===== src/rtl/rail_reset_supervisor.sv =====
module rail_reset_supervisor #(
  parameter int RAILS          = 3,
  parameter int GLITCH_CYCLES  = 300,
  parameter int TIMEOUT_CYCLES = 10_000_000
) (
  input  logic             clk,
  input  logic             arst_n,
  input  logic [RAILS-1:0] rail_ok_i,
  input  logic             man_rst_n_i,
  output logic             rst_o,
  output logic             rst_n_o
);
  localparam int GW = $clog2(GLITCH_CYCLES + 1);
  localparam int TW = $clog2(TIMEOUT_CYCLES + 1);

  logic [RAILS-1:0] rail_s1, rail_s2, rail_good;
  logic             man_s1, man_s2;
  logic             fault, rst_q;
  logic [TW-1:0]    tcnt;

  always_ff @(posedge clk or negedge arst_n) begin
    if (!arst_n) begin
      rail_s1 <= '0;
      rail_s2 <= '0;
      man_s1  <= 1'b0;
      man_s2  <= 1'b0;
    end else begin
      rail_s1 <= rail_ok_i;
      rail_s2 <= rail_s1;
      man_s1  <= man_rst_n_i;
      man_s2  <= man_s1;
    end
  end

  for (genvar i = 0; i < RAILS; i++) begin : g_filt
    logic [GW-1:0] cnt;
    always_ff @(posedge clk or negedge arst_n) begin
      if (!arst_n) begin
        cnt          <= '0;
        rail_good[i] <= 1'b0;
      end else if (rail_s2[i] == rail_good[i]) begin
        cnt <= '0;
      end else if (cnt == GW'(GLITCH_CYCLES - 1)) begin
        cnt          <= '0;
        rail_good[i] <= rail_s2[i];
      end else begin
        cnt <= cnt + 1'b1;
      end
    end
  end

  assign fault = !(&rail_good) || !man_s2;

  always_ff @(posedge clk or negedge arst_n) begin
    if (!arst_n) begin
      tcnt  <= '0;
      rst_q <= 1'b1;
    end else if (fault) begin
      tcnt  <= '0;
      rst_q <= 1'b1;
    end else if (rst_q) begin
      if (tcnt == TW'(TIMEOUT_CYCLES - 1)) rst_q <= 1'b0;
      else                                 tcnt  <= tcnt + 1'b1;
    end
  end

  assign rst_o   = rst_q;
  assign rst_n_o = ~rst_q;
endmodule


===== config.mk =====
export PLATFORM = sky130hd
export DESIGN_NAME = rail_reset_supervisor
export DESIGN_NICKNAME = d
export VERILOG_FILES = /design/src/rtl/rail_reset_supervisor.sv
export SDC_FILE = /design/constraint.sdc
export NUM_CORES = 1
export LEC_CHECK = 0
export BUFFER_PORTS_ARGS = -buffer_cell sky130_fd_sc_hd__buf_4
export CORE_MARGIN = 2
export CORE_UTILIZATION = 45
export CTS_BUF_LIST = sky130_fd_sc_hd__clkbuf_4 sky130_fd_sc_hd__clkbuf_8
export CTS_CLUSTER_SIZE = 14
export DETAILED_ROUTE_END_ITERATION = 8
export PLACE_DENSITY_LB_ADDON = 0.08
export SLEW_MARGIN = 10
export SYNTH_ARGS = -nofsm -noshare
export SYNTH_HDL_FRONTEND = slang
export SYNTH_SLANG_ARGS = --single-unit
export TNS_END_PERCENT = 1

===== constraint.sdc =====
create_clock -name clk -period 2.16 [get_ports clk]
set_clock_uncertainty 0.2 [all_clocks]
set_input_delay 0.432 -clock clk [delete_from_list [all_inputs] [get_ports clk]]
set_output_delay 0.432 -clock clk [all_outputs]
set_load 0.03 [all_outputs]

==> out/qor.yml <==
post_syn_instances: 276
layout-area-overhead-vs-synth_pct: 18.81
run_status: "complete, but fails checks"
cts-root-buf: "clkbuf_8"
worstReg2RegStart: "tcnt[16]"
fin_nets: 322
synth_top_cell_by_area: "dfrtp_1"
grt_setup_unrepaired: "true"
worstSetupEndpointType: "flop"
crit_slowest_cell: "or4_1"
timing.critical_path.from_type: "flop"
fin_crit_sh: 1.008
path_cells: "or4_1 -> or4_4 -> o211ai_1 -> or3_1 -> a21oi_2"
finalWorstPathRequiredPeriod_ns: 2.177
cts_max_path_buffers: 2
avgRoutedWirePerCell_um: 14.21
fin_util: 0.5445
num_io_pins: 8
final_cell_mix: "dfrtp_1 (62), nor2_1 (46), nand3_1 (22), nand2_1 (22), buf_4 (22)"
antenna_violating_nets_post_route: 0
overall_die_area_um2: 7010
cts_sinks: 63
die_height_um: 83.73
grt_first_pass_wirelength_mm: 9.977
finalSetupTns_ns: -0.01701
path_type_of_the_worst_min_delay_path: "reg -> reg"
rr_endpoint: "tcnt[5]"
cts_buffers: 9
critPathRequiredTime_ns: 2.20
cpLargestDelayFamily: "simple AND/OR/NAND/NOR gates"
die_width_um: 83.73
clkTransAtPathRegs_ns: 0.08
max-cap-violations: 0
leakage_nw: 1.508
std_cell_rows: 29
synth-warning-count: 0
crit_end: "tcnt[5]"
gr-usage-all-layers: 0.1824
slew_viol_final: 0
cts_max_level: 3
port-buffer-count: 7
slowest_delay_ns: 0.52
cp.buffers_inverters: 0
yosysTopAreaCellShare: 0.5424
pwr_density_cell_nw_per_um2: 690.7
timing_hold_violations_final: 0
timing_worst_slew_pin_value_ns: 0.3612
route.detailed.drc: 0
grt_antenna_before_repair: 0
detail_route.wirelength_mm: 5.600
grt_start_max_net_pins: 38
yosys.cell_types.count: 32
cp-startpoint: "tcnt[16]"
synth-seq-area-share: 0.5516
rrSetupSlack_ns: -0.02
synth_cell_area_um2: 2860
clock_tree_from_tritoncts: "done"
crit_path_max_fanout: 5
fmaxAchievable_mhz: 459.3
worst_hold_check_slack_ns: 0.1542
globalplace.congestion: 0.7898
layout_setup_ws_ns: -0.01701
clock_insertion_delay_at_the_later_pin_of_the_skew_report_ns: 0.35
timing.setup.critical_path_class: "reg -> reg"
via_count_of_the_first_global_routing_pass: 2108
dr_total_vias: 2069
r2r_cells: 5
detail_route.first_pass.iterations: 4
setup-violations-final: 1
drive_gt1_frac: 0.1609
yosys_register_bits: 63
cp_num_cells: 5
post-dp-hpwl_mm: 3.867
gr-total-overflow: 0
synth_area_per_cell_um2: 10.36
failed_checks: "negative setup slack"
largest_voltage_drop_on_the_vdd_net_mv: 0.5056
start_util: 0.4583
most_common_cell_after_layout_fill_and_taps_aside: "dfrtp_1"
diodes_inserted: 0
vias_per_cell: 5.251
worstHoldStart: "rail_s1[1]"
crit_arrival_ns: 2.21
synth_top_cells_by_area: "dfrtp_1 (54%), xor2_1 (6.1%), nor2_1 (6.0%), xnor2_1 (5.2%), nand3_1 (3.8%)"
post-cts-setup-buffers: 0
slew_headroom: 0.7592
fp.coreArea_um2: 6241
first_iter_violations: 101
synth_fp_nets: 286
-- stage by stage --
stage | power (W) | instances | cell area [um2] | setup WS, ns
6_report | 0.002347 | 394 | 3398 | -0.01701
4_1_cts | 0.002384 | 394 | 3392 | -0.01329
3_3_place_gp | 0.001309 | 372 | 3127 | 0.03086
5_1_grt | 0.002459 | 394 | 3398 | -0.1027
3_5_place_dp | 0.001311 | 372 | 3127 | -0.007011
2_1_floorplan | 0.001263 | 276 | 2860 | 0.03631
-- synth_stat cells, drive strengths merged --
master	instances
dfrtp	62
nor2	46
nand2	23
nand3	22
xor2	20
xnor2	17
and3	14
nand4	9
o21ai	8
a21oi	6
or3	6
and2	4
and4	4
ha	4
nor4	4
o211ai	4
or4	4
clkbuf	3
inv	3
mux2	3
nor3	3
nor4b	2
a31o	1
buf	1
dfstp	1
o221a	1
or4b	1
-- worst min-delay path by stage --
| stage | end | slack, ns | cells past startpoint |
|---|---|---|---|
| final | rail_s2[1] | 0.15 | 0 |
| after CTS | rail_s2[1] | 0.16 | 0 |
| after detailed placement | rail_s2[1] | 0.14 | 0 |
| after global placement | rail_s2[0] | 0.13 | 0 |
| after global routing | rail_s2[1] | 0.16 | 0 |
| after floorplan | g_filt[0].cnt[0] | -0.06 | 0 |
-- layer usage --
layer / part of all wire / up-vias / GRT usage
met3: 0.027 / 8 / 0.05143
li1: - / 1037 / -
met2: 0.45 / 30 / 0.2669
met5: 0 / - / 0
met1: 0.51 / 994 / 0.2539
met4: 0.018 / 0 / 0.08065
-- cell families (layout without fill, tap and decap cells) --
group | after synthesis | in the layout | synth area share
DFF | 63 | 63 | 0.5516
muxes | 3 | 3 | 0.01181
buffers and inverters | 7 | 47 | 0.009185
and+or+nand+nor | 142 | 142 | 0.2489
adders and majority gates | 4 | 4 | 0.01750
xor gates and xnor gates | 37 | 37 | 0.1133
AOI/OAI and AO/OA | 20 | 21 | 0.04768
-- power breakdown --
group          internal (W)  leakage [nW]  switching, W
Clock              0.000545        0.0975      0.000510
Sequential          0.00120         0.851     0.0000145
Combinational     0.0000321         0.559     0.0000453
-- area by class of cell --
class | instances | area, um2
Fill cell | 564 | 2843
Sequential cell | 63 | 1578
Multi-Input combinational cell | 207 | 1271
Timing Repair Buffer | 28 | 235.2
Clock buffer | 9 | 123.9
Tap cell | 77 | 96.34
Clock inverter | 7 | 82.58
Inverter | 3 | 11.26
-- worst reg2reg max path, cell delays in order, from the launching register on --
cell and delay, ns:
dfrtp_1 0.38, or4_1 0.52, or4_4 0.49, o211ai_1 0.28, or3_1 0.17, a21oi_2 0.05
-- flip-flops by register name, summed over array words and instances, names as in the netlist --
name / cells
rail_s2: 3
rail_good: 3
g_filt.cnt: 27
tcnt: 24
rail_s1: 3
rst_o: 1
man_s2: 1
man_s1: 1
-- repair_timing --
action | in CTS | in global routing
endpoints found under the setup margin | 3 | 18
pin swaps | 1 | 3
hold buffers | 5 | 0
hold endpoints to repair | 30 | 0
resized for setup | 0 | 2
cloned | 1 | 0
Note: power is estimated with default switching activity, not from simulation.
